[config.mk]
export PLATFORM = sky130hd
export DESIGN_NAME = pwr_seq_top
export DESIGN_NICKNAME = d
export VERILOG_FILES = /design/src/rtl/pwr_seq_pkg.sv /design/src/rtl/pwr_seq_dp.sv /design/src/rtl/pwr_seq_ctrl.sv /design/src/rtl/pwr_seq_top.sv
export SDC_FILE = /design/constraint.sdc
export NUM_CORES = 1
export LEC_CHECK = 0
export ABC_CLOCK_PERIOD_IN_PS = 1900
export BUFFER_PORTS_ARGS = -buffer_cell sky130_fd_sc_hd__buf_4
export CORE_ASPECT_RATIO = 0.7
export CORE_MARGIN = 3
export CORE_UTILIZATION = 35
export CTS_CLUSTER_SIZE = 28
export DETAILED_ROUTE_END_ITERATION = 6
export PLACE_DENSITY = 0.55
export SLEW_MARGIN = 5
export SYNTH_ARGS = -nofsm -noshare
export SYNTH_HDL_FRONTEND = slang
export SYNTH_HIERARCHICAL = 1
export SYNTH_SLANG_ARGS = --single-unit
[constraint.sdc]
create_clock -name clk -period 1.9 [get_ports clk]
set_input_delay 0.38 -clock clk [delete_from_list [all_inputs] [get_ports clk]]
set_output_delay 0.38 -clock clk [all_outputs]
set_load 0.03 [all_outputs]
[src/rtl/pwr_seq_pkg.sv]
package pwr_seq_pkg;

  localparam int SYNC_DEPTH = 2;
  localparam int NUM_ASYNC  = 8;

  // battery comparator bits reset to "low battery" so nothing starts early
  localparam logic [NUM_ASYNC-1:0] SYNC_RST_VAL = 8'b0000_0111;

  typedef enum logic [2:0] {
    ST_OFF,
    ST_DELAY,
    ST_RUN,
    ST_THERM,
    ST_DEAD
  } seqState_t;

  typedef struct packed {
    logic cntClr;
    logic cntRun;
  } dlyStrobe_t;

  typedef struct packed {
    logic keyDown;
    logic hostHold;
    logic chgDet;
    logic clkReq;
    logic overTemp;
    logic below25;
    logic below30;
    logic below32;
  } condIn_t;

endpackage

[src/rtl/pwr_seq_dp.sv]
module pwr_seq_dp
  import pwr_seq_pkg::*;
#(
  parameter int DEB_CYCLES = 16,
  parameter int RST_DLY    = 64
) (
  input  logic                 clk,
  input  logic                 rstN,
  input  logic [NUM_ASYNC-1:0] rawIn,
  input  dlyStrobe_t           strobe,
  output condIn_t              cond,
  output logic                 dlyDone
);

  localparam int DEB_W = $clog2(DEB_CYCLES + 1);
  localparam int DLY_W = $clog2(RST_DLY + 1);

  logic [NUM_ASYNC-1:0] syncStage [SYNC_DEPTH];

  genvar s;
  generate
    for (s = 0; s < SYNC_DEPTH; s++) begin : g_sync
      always_ff @(posedge clk or negedge rstN) begin
        if (!rstN)       syncStage[s] <= SYNC_RST_VAL;
        else if (s == 0) syncStage[s] <= rawIn;
        else             syncStage[s] <= syncStage[(s == 0) ? 0 : s - 1];
      end
    end
  endgenerate

  condIn_t syncCond;
  assign syncCond = syncStage[SYNC_DEPTH-1];

  // button debounce: the stable level follows only after DEB_CYCLES agreeing samples
  logic             keyStable;
  logic [DEB_W-1:0] debCnt;

  always_ff @(posedge clk or negedge rstN) begin
    if (!rstN) begin
      keyStable <= 1'b0;
      debCnt    <= '0;
    end else if (syncCond.keyDown == keyStable) begin
      debCnt <= '0;
    end else if (debCnt == DEB_W'(DEB_CYCLES - 1)) begin
      keyStable <= syncCond.keyDown;
      debCnt    <= '0;
    end else begin
      debCnt <= debCnt + DEB_W'(1);
    end
  end

  always_comb begin
    cond         = syncCond;
    cond.keyDown = keyStable;
  end

  // reset release timer
  logic [DLY_W-1:0] dlyCnt;

  always_ff @(posedge clk or negedge rstN) begin
    if (!rstN)              dlyCnt <= '0;
    else if (strobe.cntClr) dlyCnt <= '0;
    else if (strobe.cntRun) dlyCnt <= dlyCnt + DLY_W'(1);
  end

  assign dlyDone = (dlyCnt == DLY_W'(RST_DLY - 1));

endmodule

[src/rtl/pwr_seq_ctrl.sv]
module pwr_seq_ctrl
  import pwr_seq_pkg::*;
(
  input  logic       clk,
  input  logic       rstN,
  input  condIn_t    cond,
  input  logic       dlyDone,
  output dlyStrobe_t strobe,
  output logic       mainOn,
  output logic       auxOn,
  output logic       rtcOn,
  output logic       rstRelease
);

  seqState_t state, stateNext;
  logic      battOk;
  logic      wakePrev;
  logic      wake;
  logic      wakeRise;

  assign wake     = cond.keyDown | cond.hostHold | cond.chgDet;
  assign wakeRise = wake & ~wakePrev;

  // battery qualification with hysteresis: set above 3.2 V, cleared below 3.0 V
  always_ff @(posedge clk or negedge rstN) begin
    if (!rstN)             battOk <= 1'b0;
    else if (cond.below30) battOk <= 1'b0;
    else if (!cond.below32) battOk <= 1'b1;
  end

  always_ff @(posedge clk or negedge rstN) begin
    if (!rstN) begin
      state    <= ST_OFF;
      wakePrev <= 1'b0;
    end else begin
      state    <= stateNext;
      wakePrev <= wake;
    end
  end

  always_comb begin
    stateNext = state;
    if (cond.below25) begin
      stateNext = ST_DEAD;
    end else if (cond.overTemp) begin
      stateNext = ST_THERM;
    end else begin
      case (state)
        ST_OFF:   if (battOk && wake) stateNext = ST_DELAY;
        ST_DELAY: begin
          if (!battOk || !wake) stateNext = ST_OFF;
          else if (dlyDone)     stateNext = ST_RUN;
        end
        ST_RUN:   if (!battOk || !wake) stateNext = ST_OFF;
        ST_THERM: if (battOk && wakeRise) stateNext = ST_DELAY;
        ST_DEAD:  stateNext = ST_OFF;
        default:  stateNext = ST_OFF;
      endcase
    end
  end

  always_comb begin
    strobe.cntRun = (state == ST_DELAY);
    strobe.cntClr = (state != ST_DELAY);
  end

  assign mainOn     = (state == ST_DELAY) || (state == ST_RUN);
  assign auxOn      = mainOn && cond.clkReq;
  assign rtcOn      = (state != ST_DEAD);
  assign rstRelease = (state == ST_RUN);

endmodule

[src/rtl/pwr_seq_top.sv]
module pwr_seq_top
  import pwr_seq_pkg::*;
#(
  parameter int DEB_CYCLES = 16,
  parameter int RST_DLY    = 64
) (
  input  logic clk,
  input  logic rstN,
  input  logic keyN,
  input  logic hostHold,
  input  logic chgDet,
  input  logic clkReq,
  input  logic overTemp,
  input  logic battBelow25,
  input  logic battBelow30,
  input  logic battBelow32,
  output logic coreEn,
  output logic ioEn,
  output logic memEn,
  output logic anaEn,
  output logic oscEn,
  output logic rtcEn,
  output logic sysRstN
);

  logic [NUM_ASYNC-1:0] rawIn;
  condIn_t              cond;
  dlyStrobe_t           strobe;
  logic                 dlyDone;
  logic                 mainOn;
  logic                 auxOn;
  logic                 rtcOn;
  logic                 rstRelease;

  assign rawIn = {~keyN, hostHold, chgDet, clkReq, overTemp,
                  battBelow25, battBelow30, battBelow32};

  pwr_seq_dp #(
    .DEB_CYCLES(DEB_CYCLES),
    .RST_DLY   (RST_DLY)
  ) u_dp (
    .clk    (clk),
    .rstN   (rstN),
    .rawIn  (rawIn),
    .strobe (strobe),
    .cond   (cond),
    .dlyDone(dlyDone)
  );

  pwr_seq_ctrl u_ctrl (
    .clk       (clk),
    .rstN      (rstN),
    .cond      (cond),
    .dlyDone   (dlyDone),
    .strobe    (strobe),
    .mainOn    (mainOn),
    .auxOn     (auxOn),
    .rtcOn     (rtcOn),
    .rstRelease(rstRelease)
  );

  assign coreEn  = mainOn;
  assign ioEn    = mainOn;
  assign memEn   = mainOn;
  assign anaEn   = auxOn;
  assign oscEn   = auxOn;
  assign rtcEn   = rtcOn;
  assign sysRstN = rstRelease;

endmodule

# Word level (Yosys, flattened, before mapping)
# Cells that the tools add are included.
# op_classes
bitwise	6
eq_ne	13
n_addsub	2
n_mux	14
n_reduce_logical	11
# ops
operator	count
$mux 3	7
$mux 7	2
$pmux 3 s4	1
$mux 5	2
$ne 4x3->1 const B	2
$add 7x1->7 const B	1
$eq 7x6->1 const B	1
$eq 3x2->1 const B	2
$add 5x1->5 const B	1
$eq 5x4->1 const B	1
$ne 5x1->1 const B	1
$ne 4x1->1 const B	1
$reduce_and 4->1	1
$eq 3x1->1 const B	1
$logic_and 1x1->1	3
$logic_not 3->1	1
$ne 3x1->1 const B	1
$ne 3x3->1 const B	1
$not 1->1	3
$logic_not 1->1	2
$logic_or 1x1->1	2
$mux 1	2
$ne 2x1->1 const B	1
$or 1x1->1	2
4 further kinds	4
# totals
output_inout_bits	7
inputBits	10
elab_cells	54
regBits	34

# Longest topological paths before layout
# Gate-level depths: netlist of the first run.
# depth
depth_word	8
mapped_depth	5
mapped_depth_nobuf	5

# Modules after synthesis
# Netlist of the first run, hierarchy kept.
# modules_own_cells
module	seq_area_each_um2	cells_per_inst	n_inst	area_per_inst_um2
pwr_seq_dp	733.2	75	1	1038.5
pwr_seq_ctrl	125.1	27	1	261.5
pwr_seq_top	0.0	4	1	26.3

# Worst setup path after synthesis of the first run
# OpenSTA, ideal clock, no wires.
# synth_path
path_kind	register to output
start	reg u_ctrl.state[0]
end	out oscEn
path_slack_ps	-623
t_required_ps	1520
path_stages_with_launch	5
n_path_buf	1
arrival_ps	2143
cell_sequence	dfrtp_1 -> nor3b_1 -> or2_2 -> and2_1 -> buf_4
# synth_between
elab_chain_len	3
elab_cells_between_ends	4
cone_classes	eq/ne (2); reduce/logical (2)
# synth_rtl
item	line	rtl
start, declared	pwr_seq_ctrl.sv:15	seqState_t state, stateNext;
start signal, assigned	pwr_seq_ctrl.sv:36	state <= stateNext;
$eq 3x2->1	--	
via sysRstN	pwr_seq_top.sv:23	output logic sysRstN
$logic_or 1x1->1	pwr_seq_ctrl.sv:67	assign mainOn = (state == ST_DELAY) || (state == ST_RUN);
via coreEn	pwr_seq_top.sv:17	output logic coreEn,
$logic_and 1x1->1	pwr_seq_ctrl.sv:68	assign auxOn = mainOn && cond.clkReq;
end, declared	pwr_seq_top.sv:21	output logic oscEn,
# The timed path passes the listed nets, and every way through them passes these cells.

# Final worst setup path of the first run
# layout_path
start	reg u_ctrl.state[1]
end	out oscEn
# layout_between
elab_chain_len	3
elab_cells_between_ends	4
cone_classes	eq/ne (2); reduce/logical (2)
# layout_rtl
item	line
$eq 3x1->1 / $eq 3x2->1 (equally long branches)	pwr_seq_ctrl.sv:67
$logic_or 1x1->1 (*)	pwr_seq_ctrl.sv:67
$logic_and 1x1->1 (*)	pwr_seq_ctrl.sv:68
# Every way passes the cells marked *; elsewhere a longest branch is shown, timed or not.

==> run metrics, run 1 <==
Comb power frac 0.076; Net Count, Synth 118; Die Y 57.5 um; Critical Path End Type primary output; adder-cell share of the synthesized area 0.0189; cell count after synthesis 106; die area 0.00458 mm2; worst-path fanout max 5; most common cell after layout, fill and taps aside dfrtp_1; highest routed layer met4; simple-gate portion of the synthesized area 0.141; critical path's slowest cell dfrtp_2; setup TNS 0 ns; TritonCTS clock tree yes; routed wl met2 873 um; drt first pass iters 4; Avg Vias per Cell 4.59; Longest Clk Path Bufs 2; largest family of logic cells by synthesized area simple AND/OR/NAND/NOR gates; relative slew slack 0.728; Cell Area, Synth 0.00133 mm2; drt wl/cell 11.7 um; share of flip-flops with an asynchronous set or reset 1.00; Setup-failing EPs final 0; initial antenna violation count 0; DP Area 0.00146 mm2; share of layout cells above drive strength 1 0.333; multiplexer share of the synthesized area 0.0160; total power 1.41 mW; first-pass GRT wire length 3450 um; CP startpoint kind register; critical path depth in cells 4; Worst-Margin Slew 0.407 ns; gr ovfl total 0; Synth Area in Compound Gates 0.0491; maxcap violations 0; switching part of the total power 0.222; Clock Skew 0.00150 ns; M1 WL 891 um; Internal 1.10 mW; clock slew at the register clock pins of the worst setup and hold paths 0.06 ns; GPL Wtd Cong 0.656; met3 wire len 173 um; vias in the first global route 759; R2R setup slack 0.35 ns; post-route insts no fill 170; fmax 0.540 GHz; DRT Wirelength 1980 um; final hold violations 0; Primary FF master, synth dfrtp_1; average size of a mapped cell 12.5 um2; CTS Buf Count 5; crit-path cells nor3b_4 > or2_4 > and2_4 > buf_4; Synth top area share 0.528; Die Width 79.6 um; top area cells in the synthesized netlist dfrtp_1 (53%), dfstp_2 (12%), buf_4 (6.2%); CP delay by family, top simple AND/OR/NAND/NOR gates; Hold Path Class in -> async; Slew Limit Fails 0; Antenna Nets Post-Route 0; Post-synth EDFFs 0; dpl cells 161; final net count 131; CP Buf/Inv Count 1; total clock sinks 34; Arrival @ worst endpoint 1.47 ns; final core occ 0.435; CTS Hold Bufs 0; XOR/XNOR share of the synthesized area 0.0462; P_sw 0.314 mW; DP HPWL 1390 um; diodes inserted 0; drc violations 0; I/O pin cnt 17; drt first-iter violations 35; cell area after layout 0.00156 mm2; Starting Density 0.370; H-tree Lvls 2; Yosys reg bits 34; most frequent cells in the layout dfrtp_1 (26), buf_4 (18), nor2_1 (10); sequential share of the synthesized area 0.647; Yosys warning total 6; root buffer selected by CTS clkbuf_8; Worst Path Required 1.52 ns; Final Cycle Share 0.974; reg2reg end u_dp/dlyCnt[5]; Critical R2R Launch u_ctrl/state[2]; Yosys cell types 29; Crit Path Category reg -> out; largest net degree at the start of global routing 35; status finished clean; unrepaired setup endpoints after global routing false; worst r2r path cells 5; pwr dens 906 mW/mm2; Core Box Area 0.00358 mm2; later-pin clock latency in the skew report 0.28 ns; GR Util All Layers 0.104; row count 18; Peak VDD IR 0.000508 V; Crit path largest cell delay 0.44 ns; sequential share of power 0.552; Leak 0.720 nW; I/O Buffers 16; fin crit period 1.85 ns; Synth area leader dfrtp_1; routed via count 781; Clk network pwr share 0.372; Area Growth Syn to Fin 17.5%
cell type report:
class                   instances  area, um2
fillers                       327       2020
flip-flops and latches         34        861
multi-input cells              54        387
repair buffers                 18        135
clock buffers                   7       86.3
well taps                      50       62.6
inverters                       6       22.5
clock inverters                 1       5.00
through the flow:
| step | hold WS [ns] | setup WS [ns] |
|---|---|---|
| global placement | 0.334 | 0.344 |
| detailed placement | 0.336 | 0.309 |
| global route | 0.0613 | 0.00000255 |
| finish | 0.0290 | 0.0490 |
| floorplan | 0.0844 | 0.0313 |
| CTS | 0.0405 | 0.0129 |
routing by layer:
| layer | up-vias | GRT usage |
|---|---|---|
| met2 | 27 | 0.144 |
| met3 | 7 | 0.0568 |
| li1 | 371 | - |
| met4 | 0 | 0.0515 |
| met5 | - | 0 |
| met1 | 376 | 0.132 |
cells by family after synthesis:
kind of cell | after synthesis
flip-flops | 34
AND/OR/NAND/NOR | 32
buffers and inverters | 18
AO/OA/AOI/OAI | 11
XOR/XNOR | 7
multiplexers | 2
adder cells (fa/ha/maj) | 2
state kept, by name, indices dropped and copies added, names as in the netlist:
name	flops
u_ctrl/wakePrev	1
u_dp/dlyCnt	7
u_ctrl/battOk	1
u_ctrl/state	3
u_dp/keyStable	1
u_dp/syncCond	8
u_dp/debCnt	5
u_dp/syncStage	8
worst max-delay path by stage:
stage / end / start
3_5_place_dp: oscEn / u_ctrl/state[1]
6_report: oscEn / u_ctrl/state[1]
4_1_cts: oscEn / u_ctrl/state[0]
2_1_floorplan: oscEn / u_ctrl/state[1]
5_1_grt: anaEn / u_ctrl/state[0]
3_3_place_gp: oscEn / u_ctrl/state[1]
synthesized netlist by cell type (2+ instances only):
master	count
nor2_1	10
dfstp_2	6
o21ai_0	3
a21oi_1	5
nand3_1	2
nand4_1	3
and2_1	2
or3_1	3
buf_4	11
xor2_1	6
nand2_1	2
nor3b_1	3
ha_1	2
inv_1	6
dfrtp_1	28
power by group through the flow:
stage                     clock, mW  combinational, mW  sequential (mW)
after floorplan                   0             0.0737            0.786
after global placement            0              0.104            0.789
after detailed placement          0              0.107            0.791
after CTS                     0.551              0.108            0.779
after global routing          0.578              0.119            0.782
final                         0.525              0.108            0.779
what timing repair did:
action	CTS	global route
gates resized for setup	1	1
hold endpoints to repair	0	0
endpoints found under the setup margin	2	2
setup buffers	0	1
pin swaps	0	0
Note: power is estimated with default switching activity, not from simulation.
==> run 2, diff against run 1 <==
--- a/config.mk
+++ b/config.mk
@@ -5,6 +5,7 @@
 export SDC_FILE = /design/constraint.sdc
 export NUM_CORES = 1
 export LEC_CHECK = 0
+export ABC_AREA = 1
 export ABC_CLOCK_PERIOD_IN_PS = 1900
 export BUFFER_PORTS_ARGS = -buffer_cell sky130_fd_sc_hd__buf_4
 export CORE_ASPECT_RATIO = 0.7
@@ -12,7 +13,7 @@
 export CORE_UTILIZATION = 35
 export CTS_CLUSTER_SIZE = 28
 export DETAILED_ROUTE_END_ITERATION = 6
-export PLACE_DENSITY = 0.55
+export PLACE_DENSITY = 0.54
 export SLEW_MARGIN = 5
 export SYNTH_ARGS = -nofsm -noshare
 export SYNTH_HDL_FRONTEND = slang
==> run 2 against run 1 <==
Net effect:
- sequential share of layout area fell by 6.1 points
- highest routed layer unchanged
- synthesized cell count rose by 53%
- flip-flop and latch count did not move
- utilization down 0.32 points
- die area is 14% higher
- wire length rose by 21%
- count of clock-buffer cells in the layout unchanged
==> run metrics, run 2 <==
status finished clean; gr ovfl total 0 (unchanged); Arrival @ worst endpoint 1.42 ns (-0.05 ns); Post-CTS Setup Bufs 0 (unchanged); Worst Path Required 1.52 ns (about the same); Primary FF master, synth dfrtp_1; Hold Path Class in -> async; row count 19 (+1); post_cts resized 0 (-1); die area 0.00519 mm2 (+14%); share of flip-flops with an asynchronous set or reset 1.00 (unchanged); Leak 0.851 nW (+18%); cell count after synthesis 162 (+53%); root buffer selected by CTS clkbuf_8; sequential share of power 0.487 (-0.065); Avg Vias per Cell 4.41 (-3.9%); FILL cells 405 (+24%); drt first-iter violations 72 (+110%); Cell Area, Synth 0.00152 mm2 (+15%); Reg area 858 um2 (-0.29%); Crit path largest cell delay 0.44 ns (about the same); crit-path cells inv_2 > nor2_4 > nand2_2 > a21boi_1 > buf_4; I/O pin cnt 17 (unchanged); Net Count, Synth 174 (+47%); diodes inserted 0 (unchanged); Yosys reg bits 34 (unchanged); Comb power frac 0.107 (+0.031); area of the multi-input gates 493 um2 (+28%); reg2reg end u_ctrl/state[1]; Post-synth top cells dfrtp_1 (28), nand2_1 (26), inv_1 (20); fin crit period 1.80 ns (-0.0531 ns); Core Box Area 0.00404 mm2 (+13%); most frequent cells in the layout dfrtp_1 (28), nand2_1 (26), inv_1 (20); setup TNS 0 ns (unchanged); Area Growth Syn to Fin 14.6%; Worst-Margin Slew 0.402 ns (-0.00513 ns); Die Y 61.2 um (+6.4%); vias in the first global route 926 (+22%); Slew Limit Fails 0 (unchanged); Longest Clk Path Bufs 2 (unchanged); most frequent cell after synthesis dfrtp_1; later-pin clock latency in the skew report 0.28 ns (about the same); routed via count 1002 (+28%); total clock sinks 34 (unchanged); relative slew slack 0.732 (+0.00342); final hold violations 0 (unchanged); maxcap violations 0 (unchanged); average size of a mapped cell 9.41 um2 (-25%); drt first pass iters 4 (unchanged); unrepaired setup endpoints after global routing false; top area cells in the synthesized netlist dfrtp_1 (46%), dfstp_2 (10%), nand2_1 (6.4%); switching part of the total power 0.227 (+0.00468); Peak VDD IR 0.000461 V (-9.2%); largest net degree at the start of global routing 35 (unchanged); clock slew at the register clock pins of the worst setup and hold paths 0.06 ns (about the same); final core occ 0.432 (-0.00316); Clk network pwr share 0.407 (+0.035); Critical Path End Type primary output; share of layout cells above drive strength 1 0.246 (-0.0876); Post-synth EDFFs 0 (unchanged); Die Width 84.9 um (+6.7%); Synth top area share 0.460 (-0.0685); Yosys warning total 6 (unchanged); fmax 0.556 GHz (+3.0%); pwr dens 930 mW/mm2 (+2.7%); first-pass GRT wire length 4140 um (+20%); H-tree Lvls 2 (unchanged); drc violations 0 (unchanged); initial antenna violation count 0 (unchanged); Setup-failing EPs final 0 (unchanged); P_sw 0.368 mW (+18%); Clock Skew 0.00473 ns (+0.00324 ns); Antenna Nets Post-Route 0 (unchanged); GR Util All Layers 0.107 (+0.00301); Internal 1.26 mW (+14%); TritonCTS clock tree yes; DP HPWL 1820 um (+32%); drt wl/cell 10.6 um (-9.4%); Starting Density 0.377 (+0.00672); Final Cycle Share 0.946 (-0.0280); most common cell after layout, fill and taps aside dfrtp_1; DRT Wirelength 2400 um (+21%); Yosys cell types 27 (-6.9%); worst-path fanout max 7 (+2); sequential share of the synthesized area 0.563 (-0.0840); CTS Hold Bufs 0 (unchanged); Critical R2R Launch u_dp/dlyCnt[0]; CP startpoint kind register; Synth area leader dfrtp_1; Crit Path Category reg -> out; I/O Buffers 16 (unchanged); final net count 186 (+42%); critical path's slowest cell dfrtp_1; R2R setup slack 0.40 ns (+0.05 ns); GPL Wtd Cong 0.832 (+27%); CTS Buf Count 5 (unchanged); worst r2r path cells 9 (+4)
[run 2: changes by cell type after synthesis, sizes merged, moves of 3 or more]
| cell | change |
|---|---|
| nand2 | +27 |
| inv | +17 |
| nor3 | +3 |
| xor2 | -5 |
| or3 | -4 |
| nand3 | +15 |
| nor2 | +12 |
[run 2: cell families after synthesis]
logic type,after synthesis,share of synthesized area
AO/OA/AOI/OAI,10,0.0378
XOR/XNOR,2,0.0115
adder cells (fa/ha/maj),2,0.0164
buffers and inverters,35,0.113
flip-flops,34,0.563
AND/OR/NAND/NOR,79,0.258
[run 2: worst max-delay path by stage]
stage                    start     to  slack, ns  cells after the start
2_1_floorplan  u_ctrl/state[0]  oscEn       0.06                      5
3_3_place_gp   u_ctrl/state[0]  anaEn       0.42                      5
3_5_place_dp   u_ctrl/state[0]  oscEn       0.41                      5
4_1_cts        u_ctrl/state[0]  oscEn       0.09                      5
5_1_grt        u_ctrl/state[0]  anaEn     0.0007                      5
6_report       u_ctrl/state[0]  oscEn       0.10                      5
[run 2: routing by layer]
| metal | wire, um | vias up | GRT usage | share of wire |
|---|---|---|---|---|
| li1 | - | 524 | - | - |
| met4 | 17 | 0 | 0.0474 | 0.0071 |
| met5 | 0 | - | 0 | 0 |
| met3 | 107 | 2 | 0.0401 | 0.045 |
| met1 | 1200 | 459 | 0.136 | 0.50 |
| met2 | 1080 | 17 | 0.168 | 0.45 |
[run 2: critical path, delay by kind of cell (launching register included)]
family                 cells  cell delay [ns]
AO/OA/AOI/OAI              1             0.19
buffers and inverters      2             0.28
flip-flops                 1             0.44
AND/OR/NAND/NOR            2             0.23
[run 2: through the flow]
step | hold slack [ns] | instances | instance area, um2 | worst slack [ns] | total power [mW]
6_report | 0.0317 | 227 | 1750 | 0.102 | 1.62
5_1_grt | 0.0534 | 227 | 1750 | 0.000689 | 1.72
4_1_cts | 0.0406 | 227 | 1750 | 0.0859 | 1.65
3_5_place_dp | 0.335 | 219 | 1630 | 0.412 | 0.979
3_3_place_gp | 0.332 | 219 | 1630 | 0.418 | 0.975
2_1_floorplan | 0.0844 | 162 | 1520 | 0.0612 | 0.927
[run 2: power by group through the flow]
stage                     clock network (mW)  logic [mW]  registers [mW]
final                                  0.661       0.173           0.790
after detailed placement                   0       0.176           0.803
after floorplan                            0       0.131           0.796
after CTS                              0.684       0.176           0.791
after global placement                     0       0.174           0.801
after global routing                   0.725       0.196           0.796
[run 2: area by class of cell]
class,count,area share
flip-flops and latches,34,0.491
inverters,23,0.0494
clock inverters,1,0.0172
clock buffers,7,0.0494
repair buffers,17,0.0731
multi-input cells,93,0.282
well taps,52,0.0372
